**src/rtl/uirq_pkg.sv**
```systemverilog
package uirq_pkg;
   // byte offsets of the register window
   localparam logic [7:0] OFF_EN_SET  = 8'h08;
   localparam logic [7:0] OFF_EN_CLR  = 8'h0C;
   localparam logic [7:0] OFF_MASK    = 8'h10;
   localparam logic [7:0] OFF_CAUSE   = 8'h14;
   localparam logic [7:0] OFF_RX_TRIG = 8'h20;
   localparam logic [7:0] OFF_LIVE    = 8'h2C;
   localparam logic [7:0] OFF_TX_TRIG = 8'h44;

   // bit positions
   localparam int LIVE_TX_TRIG_BIT  = 13;
   localparam int CAUSE_TX_TRIG_BIT = 10;
   localparam int CAUSE_RX_OVR_BIT  = 5;
   localparam int CAUSE_FRAME_BIT   = 6;
   localparam int CAUSE_PARITY_BIT  = 7;
   localparam int CAUSE_TOUT_BIT    = 8;
   localparam int CAUSE_MODEM_BIT   = 9;
   localparam int CAUSE_TX_OVR_BIT  = 12;
   localparam int NUM_EVENTS        = 6;

   // bits that exist in the mask and cause registers
   localparam logic [31:0] CAUSE_IMPL = 32'h0000_17FF;

   typedef logic [31:0] word_t;
endpackage

```
**src/rtl/uirq_live_status.sv**
```systemverilog
module uirq_live_status
   import uirq_pkg::*;
#(
   parameter int FIFO_DEPTH = 64,
   parameter int CNT_W      = $clog2(FIFO_DEPTH + 1)
) (
   input  logic [CNT_W-1:0] rx_cnt,
   input  logic [CNT_W-1:0] tx_cnt,
   input  logic [CNT_W-1:0] rx_trig,
   input  logic [CNT_W-1:0] tx_trig,
   output word_t            live
);
   localparam logic [CNT_W-1:0] FULL_CNT = CNT_W'(FIFO_DEPTH);

   always_comb begin
      live    = '0;
      live[0] = (rx_cnt >= rx_trig);
      live[1] = (rx_cnt == '0);
      live[2] = (rx_cnt == FULL_CNT);
      live[3] = (tx_cnt == '0);
      live[4] = (tx_cnt == FULL_CNT);
      live[LIVE_TX_TRIG_BIT] = (tx_cnt >= tx_trig);
   end
endmodule

```
**src/rtl/uirq_cause_mask.sv**
```systemverilog
module uirq_cause_mask
   import uirq_pkg::*;
(
   input  logic                  clk,
   input  logic                  rst_n,
   input  logic [4:0]            live_lo,
   input  logic                  live_ttrig,
   input  logic [NUM_EVENTS-1:0] events,
   input  logic                  set_we,
   input  logic                  dis_we,
   input  logic                  clr_we,
   input  word_t                 wdata,
   output word_t                 cause,
   output word_t                 mask
);
   // event index order -> cause bit position
   localparam int EV_POS [NUM_EVENTS] = '{CAUSE_RX_OVR_BIT, CAUSE_FRAME_BIT,
      CAUSE_PARITY_BIT, CAUSE_TOUT_BIT, CAUSE_MODEM_BIT, CAUSE_TX_OVR_BIT};

   word_t set_vec, clr_vec, cause_d, mask_d;

   always_comb begin
      set_vec = '0;
      set_vec[4:0] = live_lo;
      set_vec[CAUSE_TX_TRIG_BIT] = live_ttrig;
      for (int i = 0; i < NUM_EVENTS; i++) begin
         if (events[i]) set_vec[EV_POS[i]] = 1'b1;
      end
   end

   assign clr_vec = clr_we ? wdata : '0;
   // set takes precedence over a simultaneous clear
   assign cause_d = ((cause & ~clr_vec) | set_vec) & CAUSE_IMPL;

   always_comb begin
      mask_d = mask;
      if (set_we) mask_d = mask_d | wdata;
      if (dis_we) mask_d = mask_d & ~wdata;
      mask_d = mask_d & CAUSE_IMPL;
   end

   always_ff @(posedge clk) begin
      if (!rst_n) begin
         cause <= '0;
         mask  <= '0;
      end else begin
         cause <= cause_d;
         mask  <= mask_d;
      end
   end

   word_t ev_bits;
   always_comb begin
      ev_bits = '0;
      for (int i = 0; i < NUM_EVENTS; i++) ev_bits[EV_POS[i]] = events[i];
   end

   p_event_sets_r4: assert property (@(posedge clk) disable iff (!rst_n)
      (events != '0) |=> ((cause & $past(ev_bits)) == $past(ev_bits)));
   p_cause_hold_r3: assert property (@(posedge clk) disable iff (!rst_n)
      !clr_we |=> ((cause & $past(cause)) == $past(cause)));
   p_live_copy_r3: assert property (@(posedge clk) disable iff (!rst_n)
      (live_lo != '0) |=> ((cause[4:0] & $past(live_lo)) == $past(live_lo)));
   p_ttrig_moves_r2: assert property (@(posedge clk) disable iff (!rst_n)
      live_ttrig |=> cause[CAUSE_TX_TRIG_BIT]);
   p_mask_ports_only_r5: assert property (@(posedge clk) disable iff (!rst_n)
      !(set_we || dis_we) |=> $stable(mask));
   p_set_beats_clear_r6: assert property (@(posedge clk) disable iff (!rst_n)
      (clr_we && live_lo[1]) |=> cause[1]);
endmodule

```
**src/rtl/uirq_regfile.sv**
```systemverilog
module uirq_regfile
   import uirq_pkg::*;
#(
   parameter int FIFO_DEPTH = 64,
   parameter int CNT_W      = $clog2(FIFO_DEPTH + 1),
   parameter int ADDR_W     = 8,
   parameter int TRIG_RESET = 32
) (
   input  logic              clk,
   input  logic              rst_n,
   input  logic              reg_we,
   input  logic [ADDR_W-1:0] reg_addr,
   input  word_t             reg_wdata,
   input  word_t             live,
   input  word_t             cause,
   input  word_t             mask,
   output logic [CNT_W-1:0]  rx_trig,
   output logic [CNT_W-1:0]  tx_trig,
   output logic              set_we,
   output logic              dis_we,
   output logic              clr_we,
   output word_t             reg_rdata
);
   localparam logic [CNT_W-1:0] TRIG_INIT = CNT_W'(TRIG_RESET);

   logic [ADDR_W-1:0] waddr;
   logic              unused_lsb;
   assign waddr      = {reg_addr[ADDR_W-1:2], 2'b00};
   assign unused_lsb = ^reg_addr[1:0];

   function automatic logic hit(input logic [ADDR_W-1:0] a, input logic [7:0] off);
      return a == ADDR_W'(off);
   endfunction

   assign set_we = reg_we && hit(waddr, OFF_EN_SET);
   assign dis_we = reg_we && hit(waddr, OFF_EN_CLR);
   assign clr_we = reg_we && hit(waddr, OFF_CAUSE);

   always_ff @(posedge clk) begin
      if (!rst_n) begin
         rx_trig <= TRIG_INIT;
         tx_trig <= TRIG_INIT;
      end else if (reg_we) begin
         if (hit(waddr, OFF_RX_TRIG)) rx_trig <= reg_wdata[CNT_W-1:0];
         if (hit(waddr, OFF_TX_TRIG)) tx_trig <= reg_wdata[CNT_W-1:0];
      end
   end

   always_comb begin
      reg_rdata = '0;
      if (hit(waddr, OFF_MASK))    reg_rdata = mask;
      if (hit(waddr, OFF_CAUSE))   reg_rdata = cause;
      if (hit(waddr, OFF_LIVE))    reg_rdata = live;
      if (hit(waddr, OFF_RX_TRIG)) reg_rdata = 32'(rx_trig);
      if (hit(waddr, OFF_TX_TRIG)) reg_rdata = 32'(tx_trig);
   end

   p_one_decode_r5: assert property (@(posedge clk) disable iff (!rst_n)
      $onehot0({set_we, dis_we, clr_we}));
   p_trig_reset_r8: assert property (@(posedge clk)
      !rst_n |=> (rx_trig == TRIG_INIT && tx_trig == TRIG_INIT));
endmodule

```
**src/rtl/uart_irq_ctrl.sv**
```systemverilog
module uart_irq_ctrl
   import uirq_pkg::*;
#(
   parameter int FIFO_DEPTH = 64,
   parameter int CNT_W      = $clog2(FIFO_DEPTH + 1),
   parameter int ADDR_W     = 8,
   parameter int TRIG_RESET = 32,
   parameter bit IRQ_REG    = 1'b0
) (
   input  logic              clk,
   input  logic              rst_n,
   input  logic [CNT_W-1:0]  rx_count,
   input  logic [CNT_W-1:0]  tx_count,
   input  logic              ev_rx_overrun,
   input  logic              ev_framing,
   input  logic              ev_parity,
   input  logic              ev_rx_timeout,
   input  logic              ev_modem,
   input  logic              ev_tx_overrun,
   input  logic              reg_we,
   input  logic [ADDR_W-1:0] reg_addr,
   input  logic [31:0]       reg_wdata,
   output logic [31:0]       reg_rdata,
   output logic              irq
);
   generate
      if (FIFO_DEPTH < 2) begin : g_bad_depth
         $error("FIFO_DEPTH must be at least 2");
      end
      if ((1 << CNT_W) <= FIFO_DEPTH) begin : g_bad_cntw
         $error("CNT_W too narrow for FIFO_DEPTH");
      end
      if (ADDR_W < 7) begin : g_bad_addr
         $error("ADDR_W must reach offset 0x44");
      end
      if (TRIG_RESET > FIFO_DEPTH) begin : g_bad_trig
         $error("TRIG_RESET above FIFO_DEPTH");
      end
   endgenerate

   word_t            live, cause, mask;
   logic [CNT_W-1:0] rx_trig, tx_trig;
   logic             set_we, dis_we, clr_we;
   logic             irq_raw;

   uirq_live_status #(.FIFO_DEPTH(FIFO_DEPTH), .CNT_W(CNT_W)) u_live (
      .rx_cnt (rx_count),
      .tx_cnt (tx_count),
      .rx_trig(rx_trig),
      .tx_trig(tx_trig),
      .live   (live)
   );

   uirq_regfile #(.FIFO_DEPTH(FIFO_DEPTH), .CNT_W(CNT_W), .ADDR_W(ADDR_W),
                  .TRIG_RESET(TRIG_RESET)) u_regs (
      .clk      (clk),
      .rst_n    (rst_n),
      .reg_we   (reg_we),
      .reg_addr (reg_addr),
      .reg_wdata(reg_wdata),
      .live     (live),
      .cause    (cause),
      .mask     (mask),
      .rx_trig  (rx_trig),
      .tx_trig  (tx_trig),
      .set_we   (set_we),
      .dis_we   (dis_we),
      .clr_we   (clr_we),
      .reg_rdata(reg_rdata)
   );

   uirq_cause_mask u_cause (
      .clk       (clk),
      .rst_n     (rst_n),
      .live_lo   (live[4:0]),
      .live_ttrig(live[LIVE_TX_TRIG_BIT]),
      .events    ({ev_tx_overrun, ev_modem, ev_rx_timeout,
                   ev_parity, ev_framing, ev_rx_overrun}),
      .set_we    (set_we),
      .dis_we    (dis_we),
      .clr_we    (clr_we),
      .wdata     (reg_wdata),
      .cause     (cause),
      .mask      (mask)
   );

   assign irq_raw = |(mask & cause);

   generate
      if (IRQ_REG) begin : g_irq_flop
         logic irq_q;
         always_ff @(posedge clk) begin
            if (!rst_n) irq_q <= 1'b0;
            else        irq_q <= irq_raw;
         end
         assign irq = irq_q;
      end else begin : g_irq_direct
         assign irq = irq_raw;
         p_irq_quiet_r7: assert property (@(posedge clk) disable iff (!rst_n)
            ((mask & cause) == '0) |-> !irq);
      end
   endgenerate

   p_no_mask_no_irq_r7: assert property (@(posedge clk) disable iff (!rst_n)
      (mask == '0 && $past(mask) == '0) |-> !irq);
endmodule

```
**config.mk**
```make
export PLATFORM = sky130hd
export DESIGN_NAME = uart_irq_ctrl
export DESIGN_NICKNAME = d
export VERILOG_FILES = /design/src/rtl/uirq_pkg.sv /design/src/rtl/uirq_live_status.sv /design/src/rtl/uirq_cause_mask.sv /design/src/rtl/uirq_regfile.sv /design/src/rtl/uart_irq_ctrl.sv
export SDC_FILE = /design/constraint.sdc
export NUM_CORES = 1
export LEC_CHECK = 0
export ABC_AREA = 1
export BUFFER_PORTS_ARGS = -buffer_cell sky130_fd_sc_hd__buf_2
export CORE_MARGIN = 5
export CORE_UTILIZATION = 49
export CTS_BUF_LIST = sky130_fd_sc_hd__clkbuf_16
export DETAILED_ROUTE_END_ITERATION = 10
export PLACE_DENSITY_LB_ADDON = 0.12
export SYNTH_ARGS = -nofsm -noshare
export SYNTH_HDL_FRONTEND = slang
export SYNTH_SLANG_ARGS = --single-unit
```
**constraint.sdc**
```tcl
create_clock -name clk -period 3.05 [get_ports clk]
set_input_delay 0.4575 -clock clk [delete_from_list [all_inputs] [get_ports clk]]
set_output_delay 0.4575 -clock clk [all_outputs]
set_load 0.03 [all_outputs]
```
# Word level (Yosys, flattened, before mapping)
# Cells that the tools add are included.
# totals
register_bits	38
output_inout_bits	33
# op_classes
n_lt_le_gt_ge	2
eq_ne	9
mux	14
n_bitwise	7
n_reduce_logical	8
# ops
cell	count
two-way mux 32 bit	4
two-way mux 13 bit	4
bitwise AND 13 bit	3
OR reduction 32 bit	1
inverter 13 bit	2
bitwise OR 13 bit	2
== test 7 bit (second input constant)	2
greater-or-equal comparator 7 bit	2
zero test 7 bit	2
== test 6 x 2 -> 1 bit (second input constant)	2
== test 6 x 3 -> 1 bit (second input constant)	2
== test 6 x 4 -> 1 bit (second input constant)	2
== test 6 x 5 -> 1 bit (second input constant)	1
two-way mux 1 bit	6
AND reduction 2 bit	2
logical AND 1 bit	3

# Depth between registers and ports, before layout
# Gate-level depths: netlist of run 1.
# depth
word_depth	6
ltp_mapped	10

# Hierarchy
# A second synthesis of run 1 with hierarchy kept.
# hier_totals
hier_cells	635
hier_area_um2	3847.4
# modules_own_cells
mod	n_inst	cells_per_inst	area_each_um2	seq_area_each_um2
uirq_regfile	1	296	1694.1	280.3
uirq_cause_mask	1	167	1265.0	480.5
uirq_live_status	1	109	651.9	0.0
uart_irq_ctrl	1	63	236.5	0.0

# Worst setup path before layout of run 1
# Ideal clock, no wire load.
# synth_timing
path_kind	input to output
from	in rx_count[6]
to	out reg_rdata[0]
t_arrival_ns	1.383
required_ns	2.592
setup_slack_ns	1.209
stages	9
n_path_buf	0
cell_sequence	ha_1 nand2_1 inv_1 nand2_1 nand2_1 inv_1 nand2_1 nand2_1 nand4_1
# synth_between
elab_chain_len	4
# synth_rtl
item	line_no	source
start, declared	uart_irq_ctrl.sv:12	input logic [CNT_W-1:0] rx_count,
greater-or-equal comparator 7 bit	uirq_live_status.sv:17	live[0] = (rx_cnt >= rx_trig);
two-way mux 32 bit	uirq_regfile.sv:53	if (hit(waddr, OFF_LIVE)) reg_rdata = live;
two-way mux 32 bit	uirq_regfile.sv:54	if (hit(waddr, OFF_RX_TRIG)) reg_rdata = 32'(rx_trig);
two-way mux 32 bit	uirq_regfile.sv:55	if (hit(waddr, OFF_TX_TRIG)) reg_rdata = 32'(tx_trig);
end, declared	uart_irq_ctrl.sv:23	output logic [31:0] reg_rdata,
# Every way passes these cells.

# Final worst setup path of run 1
# layout_timing
from	in reg_addr[4]
to	out reg_rdata[8]
# layout_between
elab_chain_len	6
elab_cells_between_ends	10
classes_between	5 x eq/ne; 5 x mux
# layout_rtl
item	line_no	source
start, declared	uart_irq_ctrl.sv:21	input logic [ADDR_W-1:0] reg_addr,
== test 6 x 3 -> 1 bit	uirq_regfile.sv:32	return a == ADDR_W'(off);
two-way mux 13 bit	uirq_regfile.sv:51	if (hit(waddr, OFF_MASK)) reg_rdata = mask;
two-way mux 32 bit	uirq_regfile.sv:52	if (hit(waddr, OFF_CAUSE)) reg_rdata = cause;
two-way mux 32 bit	uirq_regfile.sv:53	
two-way mux 32 bit	uirq_regfile.sv:54	
two-way mux 32 bit *	uirq_regfile.sv:55	
# Mark *: on every way between the ends. The rest lies on a longest branch, timed or not.

==> results of run 1 <==
[power by group]
part           internal (W)  total (W)  switching, W
Combinational     0.0000491   0.000165      0.000116
Clock              0.000386   0.000604      0.000219
Sequential         0.000507   0.000514    0.00000745
[how the worst max path moves through the flow]
stage / startpoint / to / slack (ns) / cells after the start
4_1_cts: reg_addr[6] / reg_rdata[8] / 0.84 / 7
3_3_place_gp: reg_addr[6] / reg_rdata[9] / 0.86 / 7
6_report: reg_addr[4] / reg_rdata[8] / 0.84 / 8
3_5_place_dp: reg_addr[6] / reg_rdata[7] / 0.85 / 7
2_1_floorplan: rx_count[6] / reg_rdata[0] / 1.21 / 9
5_1_grt: reg_addr[4] / reg_rdata[8] / 0.71 / 8
[synth_stat cells (all sizes together) (3+ instances only)]
library cell	number	area [um^2]
a22o	4	35.0
a21oi	35	179
dfxtp	38	761
nand3	23	125
nor3	10	55.1
nand2	89	337
buf	26	199
nand4	4	40.0
clkbuf	3	11.3
o21ai	28	144
a221oi	3	26.3
ha	14	175
inv	63	236
nor2	47	219
[critical path, stage by stage]
cell and delay, ns:
buf_2 0.13, inv_2 0.04, nor2_2 0.11, nand2_1 0.10
nor2_4 0.35, buf_4 0.23, a22o_1 0.13, buf_2 0.19
[routing by layer]
layer / vias to the layer above / GRT usage (%) / share of wire (%)
met1: 1130 / 27.8 / 45
met3: 8 / 4.01 / 6.0
li1: 1313 / - / -
met2: 76 / 35.3 / 48
met5: - / 0 / 0
met4: 0 / 8.80 / 1.5
[metrics by stage]
| stage | worst slack (ns) | utilization [%] | instances | cell area [um^2] |
|---|---|---|---|---|
| after floorplan | 1.21 | - | 409 | 2640 |
| after global placement | 0.859 | 55.0 | 507 | 2810 |
| after detailed placement | 0.850 | 55.0 | 507 | 2810 |
| after CTS | 0.840 | 58.3 | 515 | 2980 |
| after global routing | 0.712 | 58.3 | 515 | 2980 |
| final | 0.843 | 58.3 | 515 | 2980 |
[cells by family after synthesis]
kind of cell,count (synthesis),synth area share (%)
buffers and inverters,92,17.4
flip-flops,38,29.6
AND/OR/NAND/NOR,173,30.2
adder cells (fa/ha/maj),14,6.81
AO/OA/AOI/OAI,73,15.9
other,1,0.146
[layout make-up]
type                            count  area, um^2
Clock buffer                        5         125
Fill cell                         536        2130
Clock inverter                      3        45.0
Sequential cell                    38         761
Multi-Input combinational cell    279        1430
Timing Repair Buffer               57         293
Inverter                           63         236
Tap cell                           70        87.6
[cells in the final DEF (no fill, tap or decap), types with 2 or more instances in the layout]
| cell type | netlist | final |
|---|---|---|
| ha_1 | 14 | 14 |
| nand4_1 | 3 | 3 |
| o21ai_1 | 7 | 7 |
| buf_2 | 3 | 54 |
| o21ai_0 | 20 | 20 |
| clkinvlp_4 | 0 | 2 |
| conb_1 | 1 | 19 |
| nand3_1 | 21 | 21 |
| nor2_1 | 38 | 38 |
| clkbuf_16 | 0 | 5 |
| nand3_2 | 2 | 2 |
| dfxtp_1 | 38 | 38 |
| inv_1 | 60 | 60 |
| a221oi_1 | 3 | 3 |
| nand2_1 | 88 | 88 |
| a22o_1 | 4 | 4 |
| nor2_2 | 5 | 5 |
| a21oi_1 | 34 | 34 |
| o2111ai_1 | 2 | 2 |
| nor3_1 | 9 | 9 |
| buf_4 | 20 | 3 |
| inv_2 | 3 | 3 |
| nor2_4 | 4 | 4 |
==> flow_metrics.py, run 1 <==
metrics = {
    "run_status": {
        "run_status": "complete, no violations",
    },
    "worst_setup_path": {
        "critPathKind": "in2out",
        "reg2reg_slack_ns": 1.66,
        "startpoint_type": "input pin",
        "cp-end-kind": "primary output",
        "crit_fanout": 16,
        "worstReg2RegEnd": "u_cause.cause[10]$_SDFF_PN0_",
        "cp.arrival_ns": 1.75,
        "crit_required_ns": 2.59,
        "r2r_start": "u_regs.tx_trig[5]$_SDFFE_PN1P_",
        "r2r.worst_path.cells": 8,
    },
    "drt": {
        "vias": 2527,
        "ant_nets": 0,
        "wl_per_cell_um": 13.3,
        "firstDrtPassIters": 4,
        "drc": 0,
        "drt_iter0_drc": 142,
        "routed_wl_um": 6870,
        "vias_per_cell": 4.91,
    },
    "yosys": {
        "synth.distinct_cells": 29,
        "async_reset_ff_share_pct": 0,
        "syn_inst": 391,
        "synth_seq_cells": 38,
        "synth_edf_count": 0,
        "ys_seq_area_share_pct": 29.6,
        "netlist_area_mm2": 0.00257,
        "synthFlopType": "dfxtp_1",
        "avgSynthCellArea_um2": 6.58,
        "synth_warnings": 0,
    },
    "cts": {
        "clock_tree.root_cell": "clkbuf_16",
        "cts_tree": "yes",
        "ctsResizeCount": 0,
        "clockBufferDepth": 2,
        "postCtsSetupBuffers": 0,
        "cts.sinks": 38,
        "cts_hold_buf": 0,
        "cts_max_level": 2,
        "insertion_delay_ns": 0.28,
        "cts_made_buffers": 5,
        "clkTransAtPathRegs_ns": 0.06,
    },
    "power_and_ir_drop": {
        "peakVddDrop_v": 0.000325,
        "leakage_nw": 1.51,
        "p_total_w": 0.00128,
        "power.density_mw_per_mm2": 431,
    },
    "layout": {
        "area_delta_synth_final_pct": 15.9,
        "nNetsFinal": 521,
        "final_layout_size_suffix_gt1_share_pct": 18.9,
        "diodes": 0,
    },
    "sta": {
        "finalCritPeriodShare_pct": 72.4,
        "tightest_slew_ns": 0.524,
        "period_minus_slack_ns": 2.21,
        "maxSlewViolCount": 0,
        "setup_tns_ns": 0,
        "fmax_mhz": 453,
        "whs_ns": 0.405,
        "clock_skew_ns": 0.00144,
        "rsz0062_at_grt": "false",
        "hold_viol": 0,
        "relSlewSlack_pct": 65.0,
        "finalSetupViolCount": 0,
    },
    "run": {
        "maxCapViolations": 0,
    },
    "die": {
        "start_util_pct": 50.3,
        "coreArea_mm2": 0.00511,
        "rows": 26,
        "io-pin-count": 96,
        "die_h_um": 82.4,
        "die_area_mm2": 0.00680,
        "die_w_um": 82.4,
    },
    "global_route": {
        "grt_overflow_total": 0,
        "first_global_vias": 2403,
        "track_usage_pct": 21.6,
        "antenna_found_initial": 0,
        "grt_pass1_wl_um": 11100,
        "grt_max_degree": 27,
    },
    "worst_hold_path": {
        "min_from": "ev_modem",
        "hold-path-endpoint": "u_cause.cause[9]$_SDFF_PN0_",
        "hold_class": "in2reg",
        "whs_path_depth": 3,
    },
    "placement": {
        "place_congestion": 0.886,
        "hpwl_um": 5210,
        "io_buffers": 54,
    },
}
Power figures use the tool's default switching activity.
==> inputs of run 2 (changes only) <==
ABC_AREA = 0   (was 1)
CORE_UTILIZATION = 48   (was 49)
clock period = 2.2 ns   (was 3.05 ns; I/O delays follow)
==> run 2 against run 1 <==
The run now ends with setup timing left. Final cell count shrank 16%. Synthesized area fell by 8.6%. Sequential power increased by 39%. Core utilization increased by 6.4 points. Flip-flop and latch count did not move. Hold slack lost 0.15 ns. Synthesized cell count fell by 26%. Critical path depth unchanged. Register-to-register slack worse by 1.7 ns. Via count fell by 9.6%. Critical endpoint is now reg_rdata[0]. Largest power group unchanged.
==> flow_metrics.py, run 2 <==
metrics = {
    "placement": {
        "place_congestion": 0.849,
        "io_buffers": 54,
        "dp_cells": 407,
        "hpwl_um": 4540,
    },
    "layout": {
        "area_delta_synth_final_pct": 30.9,
        "final_layout_size_suffix_gt1_share_pct": 30.8,
        "layoutNonFillerInstCount": 431,
        "fillers": 431,
        "final_util_pct": 64.7,
        "final_common_cell": "buf_2",
        "diodes": 0,
        "layout_common_cells": "buf_2 (49), a21oi_1 (36), nor2_1 (33), dfxtp_1 (33), buf_4 (28)",
        "nNetsFinal": 440,
    },
    "sta": {
        "rsz0062_at_grt": "true",
        "hold_viol": 0,
        "clock_skew_ns": 0.00326,
        "fmax_mhz": 449,
        "finalCritPeriodShare_pct": 101,
        "maxSlewViolCount": 0,
        "finalWorstSetupSlack_ns": -0.0271,
        "finalSetupViolCount": 2,
        "period_minus_slack_ns": 2.23,
    },
    "yosys": {
        "synth_top_area_cell": "dfxtp_1",
        "netlist_top_cells_count": "a21oi_1 (38), dfxtp_1 (38), nor2_1 (35)",
        "yosysTopAreaCellShare_pct": 32.4,
        "synth-simple-area-share_pct": 18.7,
        "synth_fa_ha_area_share_pct": 7.45,
        "async_reset_ff_share_pct": 0,
        "synth_xor_area_share_pct": 0,
        "synthFlopType": "dfxtp_1",
        "synth_warnings": 0,
        "synth.top_cells.by_area": "dfxtp_1 (32%), a21oi_1 (8.1%), mux2i_1 (8.1%)",
        "avgSynthCellArea_um2": 8.08,
        "synthMuxAreaShare_pct": 8.57,
        "synth_edf_count": 0,
        "synth_top_family_by_area": "compound AO/OA/AOI/OAI gates",
        "synth.distinct_cells": 43,
        "synth_compound_area_share_pct": 21.1,
        "syn_inst": 291,
        "synth_seq_cells": 38,
        "ys_seq_area_share_pct": 32.4,
        "netlist_area_mm2": 0.00235,
    },
    "power_and_ir_drop": {
        "peakVddDrop_v": 0.000522,
        "switching_share_pct": 23.7,
        "intPower_w": 0.00145,
        "p_seq_share_pct": 37.7,
        "netSwitchingPower_w": 0.000449,
        "pwr-share-comb_pct": 13.5,
        "p_total_w": 0.00190,
        "power.density_mw_per_mm2": 616,
        "power_frac_clock_pct": 48.9,
        "leakage_nw": 1.38,
    },
    "cts": {
        "cts_made_buffers": 5,
        "cts.sinks": 38,
        "cts_max_level": 2,
        "cts_tree": "yes",
        "clock_tree.root_cell": "clkbuf_16",
        "clkTransAtPathRegs_ns": 0.06,
        "clockBufferDepth": 2,
        "insertion_delay_ns": 0.28,
    },
    "die": {
        "start_util_pct": 49.4,
        "die_h_um": 80.0,
        "die_area_mm2": 0.00640,
        "rows": 25,
        "io-pin-count": 96,
        "coreArea_mm2": 0.00475,
        "die_w_um": 80.0,
    },
    "worst_setup_path": {
        "worstReg2RegEnd": "u_cause.cause[0]$_SDFF_PN0_",
        "cpPeakStageDelay_ns": 0.33,
        "startpoint_type": "flip-flop",
        "crit_path_start": "u_regs.rx_trig[4]$_SDFFE_PN0P_",
        "cp-endpoint": "reg_rdata[0]",
        "critical_path.top_delay_family": "compound AO/OA/AOI/OAI gates",
        "crit_required_ns": 1.87,
        "r2r_start": "u_regs.rx_trig[4]$_SDFFE_PN0P_",
        "cp-end-kind": "primary output",
        "path_cells": "inv_2 > ha_4 > a21o_1 > a211o_1 > a41oi_2 > nor3_2 > o22a_1 > buf_6",
        "critPathKind": "reg2out",
        "path_buf_inv": 2,
        "path_depth": 8,
        "cp.arrival_ns": 1.90,
        "reg2reg_slack_ns": -0.03,
        "crit_fanout": 2,
        "cp_slowest_cell": "dfxtp_2",
        "r2r.worst_path.cells": 14,
    },
    "drt": {
        "wl_per_cell_um": 15.1,
        "firstDrtPassIters": 4,
        "vias": 2284,
        "ant_nets": 0,
        "vias_per_cell": 5.30,
        "routed_wl_um": 6520,
        "drt_iter0_drc": 191,
        "drc": 0,
    },
    "global_route": {
        "grt_overflow_total": 0,
        "antenna_found_initial": 0,
        "grt_pass1_wl_um": 10000,
        "first_global_vias": 2140,
        "grt_max_degree": 33,
        "track_usage_pct": 20.0,
    },
    "run": {
        "maxCapViolations": 0,
    },
    "run_status": {
        "violations": "setup timing",
        "run_status": "finished, violations left",
    },
    "worst_hold_path": {
        "hold_class": "in2reg",
    },
}
## run 2: cell count changes in the layout (fill, tap and decap cells not counted), moves of 5 or more
cell and delta:
nor2_1 -5, buf_2 -5, nor3_1 -8, buf_4 +25
dfxtp_2 +5, o21ai_1 -6, dfxtp_1 -5, inv_1 -46
a311oi_1 +12, o21ai_0 -19, nand2_1 -61, nand3_1 -8
mux2i_1 +19
## run 2: cells by family (layout without fill, tap and decap cells)
| group | count (synthesis) | count (layout) |
|---|---|---|
| compound gates | 75 | 75 |
| fa+ha+maj | 14 | 14 |
| buf+inv | 50 | 105 |
| flops | 38 | 38 |
| mux | 20 | 20 |
| other cells | 1 | 19 |
| simple gates | 93 | 93 |
## run 2: area by class of cell
type	instances	area [um^2]	area share (%)
timing repair buffer	81	532	17.3
clock inverter	3	63.8	2.07
tap	67	83.8	2.72
sequential	38	767	24.9
clock buffer	5	125	4.07
inverter	16	60.1	1.95
multi-input combinational	221	1450	47.0
## run 2: power groups by stage
stage / logic (W) / registers, W / clock network (W)
after CTS: 0.000243 / 0.000714 / 0.000928
after global placement: 0.000218 / 0.000729 / 0
final: 0.000256 / 0.000714 / 0.000927
after global routing: 0.000277 / 0.000716 / 0.000970
after detailed placement: 0.000222 / 0.000729 / 0
after floorplan: 0.000162 / 0.000726 / 0
## run 2: how the worst min path moves through the flow
stage | start | depth (start not counted) | endpoint | slack [ns]
2_1_floorplan | rst_n | 1 | u_regs.tx_trig[5]$_SDFFE_PN1P_ | 0.39
5_1_grt | ev_rx_overrun | 3 | u_cause.cause[5]$_SDFF_PN0_ | 0.27
6_report | ev_rx_overrun | 3 | u_cause.cause[5]$_SDFF_PN0_ | 0.25
3_3_place_gp | u_regs.rx_trig[6]$_SDFFE_PN0P_ | 2 | u_regs.rx_trig[6]$_SDFFE_PN0P_ | 0.46
4_1_cts | ev_rx_overrun | 3 | u_cause.cause[5]$_SDFF_PN0_ | 0.25
3_5_place_dp | u_regs.rx_trig[3]$_SDFFE_PN0P_ | 2 | u_regs.rx_trig[3]$_SDFFE_PN0P_ | 0.47
## run 2: metrics by stage
stage / setup slack, ns / cell area [um^2] / hold WS, ns / TNS, ns
2_1_floorplan: 0.00482 / 2420 / 0.392 / 0
3_3_place_gp: 0.0189 / 2670 / 0.461 / 0
3_5_place_dp: 0.0155 / 2670 / 0.466 / 0
4_1_cts: 0.00101 / 2970 / 0.255 / 0
5_1_grt: -0.0820 / 3080 / 0.273 / -0.225
6_report: -0.0271 / 3080 / 0.253 / -0.0535
## run 2: routing by layer
metal | global-route usage [%] | vias up | share of wire (%)
met5 | 0 | - | 0
met4 | 5.24 | 0 | 1.2
met3 | 3.84 | 8 | 8.3
met2 | 33.1 | 92 | 47
met1 | 26.4 | 1035 | 44
li1 | - | 1149 | -
## run 2: worst min-delay path, stage by stage
cell and delay, ns:
buf_2 0.07, a21oi_1 0.03, nor2_1 0.07
## run 2: repair_timing
| item | 4_1_cts | 5_1_grt |
|---|---|---|
| gates resized for setup | 12 | 14 |
| gates cloned | 0 | 1 |
| pin swaps | 4 | 8 |
| buffers inserted | 8 | 7 |
| endpoints found under the hold margin | 0 | 0 |
| endpoints found under the setup margin | 2 | 9 |
| hold buffers | 0 | 0 |
==> inputs of run 3 (changes only) <==
CORE_ASPECT_RATIO = 1.25   (was default)
==> run 3 against run 2 <==
The run now ends clean. Core utilization fell by 3.1 points. Setup slack gained 0.041 ns. Hold slack got worse by 0.00099 ns. Register-to-register slack gained 0.67 ns. First-iteration DRC count decreased by 35%. Global-route usage up 0.12 points. Sequential power hardly changed. Final area shrank 5.4%. Clock skew decreased by 0.00079 ns. Clock power fell by 28%. Count of clock-buffer cells in the layout unchanged. Combinational power shrank 8.6%. Critical endpoint unchanged.
==> flow_metrics.py, run 3 (synthesis gave the netlist of run 2 again) <==
metrics = {
    "layout": {
        "nNetsFinal": 430,
        "final_layout_size_suffix_gt1_share_pct": 26.6,
        "area_delta_synth_final_pct": 23.9,
        "fillers": 437,
        "layoutNonFillerInstCount": 414,
        "layout_common_cells": "buf_2 (47), nor2_1 (35), a21oi_1 (35), dfxtp_1 (35), nand2_1 (27)",
        "final_util_pct": 61.6,
        "final_common_cell": "buf_2",
        "diodes": 0,
    },
    "sta": {
        "fmax_mhz": 458,
        "finalSetupViolCount": 0,
        "period_minus_slack_ns": 2.19,
        "clock_skew_ns": 0.00247,
        "finalCritPeriodShare_pct": 99.4,
        "finalWorstSetupSlack_ns": 0.0142,
        "maxSlewViolCount": 0,
        "rsz0062_at_grt": "true",
        "hold_viol": 0,
    },
    "worst_setup_path": {
        "r2r.worst_path.cells": 7,
        "crit_required_ns": 1.87,
        "crit_fanout": 2,
        "worstReg2RegEnd": "u_cause.cause[0]$_SDFF_PN0_",
        "cp.arrival_ns": 1.86,
        "reg2reg_slack_ns": 0.64,
        "cp-end-kind": "primary output",
        "critPathKind": "reg2out",
        "startpoint_type": "flip-flop",
        "r2r_start": "u_regs.rx_trig[4]$_SDFFE_PN0P_",
    },
    "worst_hold_path": {
        "whs_path_depth": 3,
        "hold-path-endpoint": "u_cause.cause[6]$_SDFF_PN0_",
        "hold_class": "in2reg",
        "min_from": "ev_framing",
    },
    "run": {
        "maxCapViolations": 0,
    },
    "global_route": {
        "met3_usage_pct": 4.55,
        "grt_pass1_wl_um": 9940,
        "antenna_found_initial": 0,
        "grt_busiest_layer": "met2",
        "grt_overflow_total": 0,
        "grt_use_met2_pct": 33.3,
        "use_met1_pct": 25.4,
        "first_global_vias": 2042,
        "grt_max_degree": 28,
        "track_usage_pct": 20.1,
    },
    "die": {
        "rows": 28,
        "start_util_pct": 49.7,
        "io-pin-count": 96,
        "die_h_um": 88.2,
        "die_w_um": 72.6,
        "coreArea_mm2": 0.00473,
        "die_area_mm2": 0.00641,
    },
    "drt": {
        "vias_per_cell": 5.47,
        "drt_iter0_drc": 124,
        "drc": 0,
        "wl_per_cell_um": 15.7,
        "vias": 2266,
        "routed_wl_um": 6480,
        "firstDrtPassIters": 4,
        "ant_nets": 0,
    },
    "cts": {
        "clockBufferDepth": 2,
        "clkTransAtPathRegs_ns": 0.05,
        "cts_hold_buf": 0,
        "cts_made_buffers": 5,
        "cts.sinks": 38,
        "cts_tree": "yes",
        "insertion_delay_ns": 0.28,
        "cts_max_level": 2,
        "clock_tree.root_cell": "clkbuf_16",
    },
    "placement": {
        "place_congestion": 0.848,
        "pre_cts_ws_ns": 0.0184,
        "io_buffers": 54,
        "dp_cells": 403,
        "hpwl_um": 4770,
    },
    "power_and_ir_drop": {
        "leakage_nw": 1.29,
        "power.density_mw_per_mm2": 555,
        "peakVddDrop_v": 0.000552,
    },
    "run_status": {
        "run_status": "complete, no violations",
    },
}
==> run 3: cell count changes in the layout (fill, tap and decap cells not counted), sizes merged <==
cell | previous run | this run
buf | 80 | 68
bufinv | 2 | 0
clkbuf | 6 | 7
or3 | 2 | 3
clkinv | 2 | 4
==> run 3: timing repair <==
item                                    in CTS  in global routing
gates resized for setup                      8                 17
setup buffers                                1                  1
pin swaps                                    4                  6
endpoints found under the setup margin       1                  8
gates cloned                                 0                  1
==> run 3: power breakdown <==
group,switching (W),internal [W]
Sequential,0.0000118,0.000703
Clock,0.000259,0.000407
Combinational,0.000150,0.0000839
Total,0.000421,0.00119
==> run 3: how the worst max path moves through the flow <==
stage,cells past startpoint,end,from,slack (ns)
3_5_place_dp,7,reg_rdata[5],reg_addr[7],0.02
2_1_floorplan,6,reg_rdata[5],reg_addr[7],0.005
5_1_grt,8,reg_rdata[0],u_regs.rx_trig[4]$_SDFFE_PN0P_,-0.05
3_3_place_gp,7,reg_rdata[5],reg_addr[7],0.01
6_report,8,reg_rdata[0],u_regs.rx_trig[4]$_SDFFE_PN0P_,0.01
4_1_cts,7,reg_rdata[0],u_regs.rx_trig[5]$_SDFFE_PN1P_,0.003
==> run 3: worst max-delay path, stage by stage (launching register included) <==
cell and delay, ns:
dfxtp_2 0.36, inv_2 0.05, ha_4 0.21, a21o_1 0.15
a211o_1 0.26, a41oi_2 0.17, nor3_1 0.07, o22a_1 0.18
buf_6 0.14
==> run 3: routing by layer <==
layer	routed length, um	share of wire, %
met1	2660	41
met2	3150	49
met3	580	9.0
met4	93	1.4
met5	0	0
==> run 3: area by class of cell <==
class	count	area (um^2)	share of cell area [%]
Multi-Input combinational cell	222	1440	49.3
Sequential cell	38	764	26.2
Timing Repair Buffer	70	440	15.1
Clock buffer	5	125	4.30
Tap cell	60	75.1	2.58
Inverter	16	60.1	2.06
Clock inverter	3	11.3	0.387
==> run 3: metrics by stage <==
| stage | total power [W] | setup TNS (ns) | cell area, um^2 | hold WS [ns] |
|---|---|---|---|---|
| floorplan | 0.000888 | 0 | 2420 | 0.392 |
| global placement | 0.000949 | 0 | 2680 | 0.466 |
| detailed placement | 0.000952 | 0 | 2680 | 0.479 |
| CTS | 0.00162 | 0 | 2860 | 0.251 |
| global route | 0.00169 | -0.104 | 2910 | 0.260 |
| finish | 0.00162 | 0 | 2910 | 0.252 |
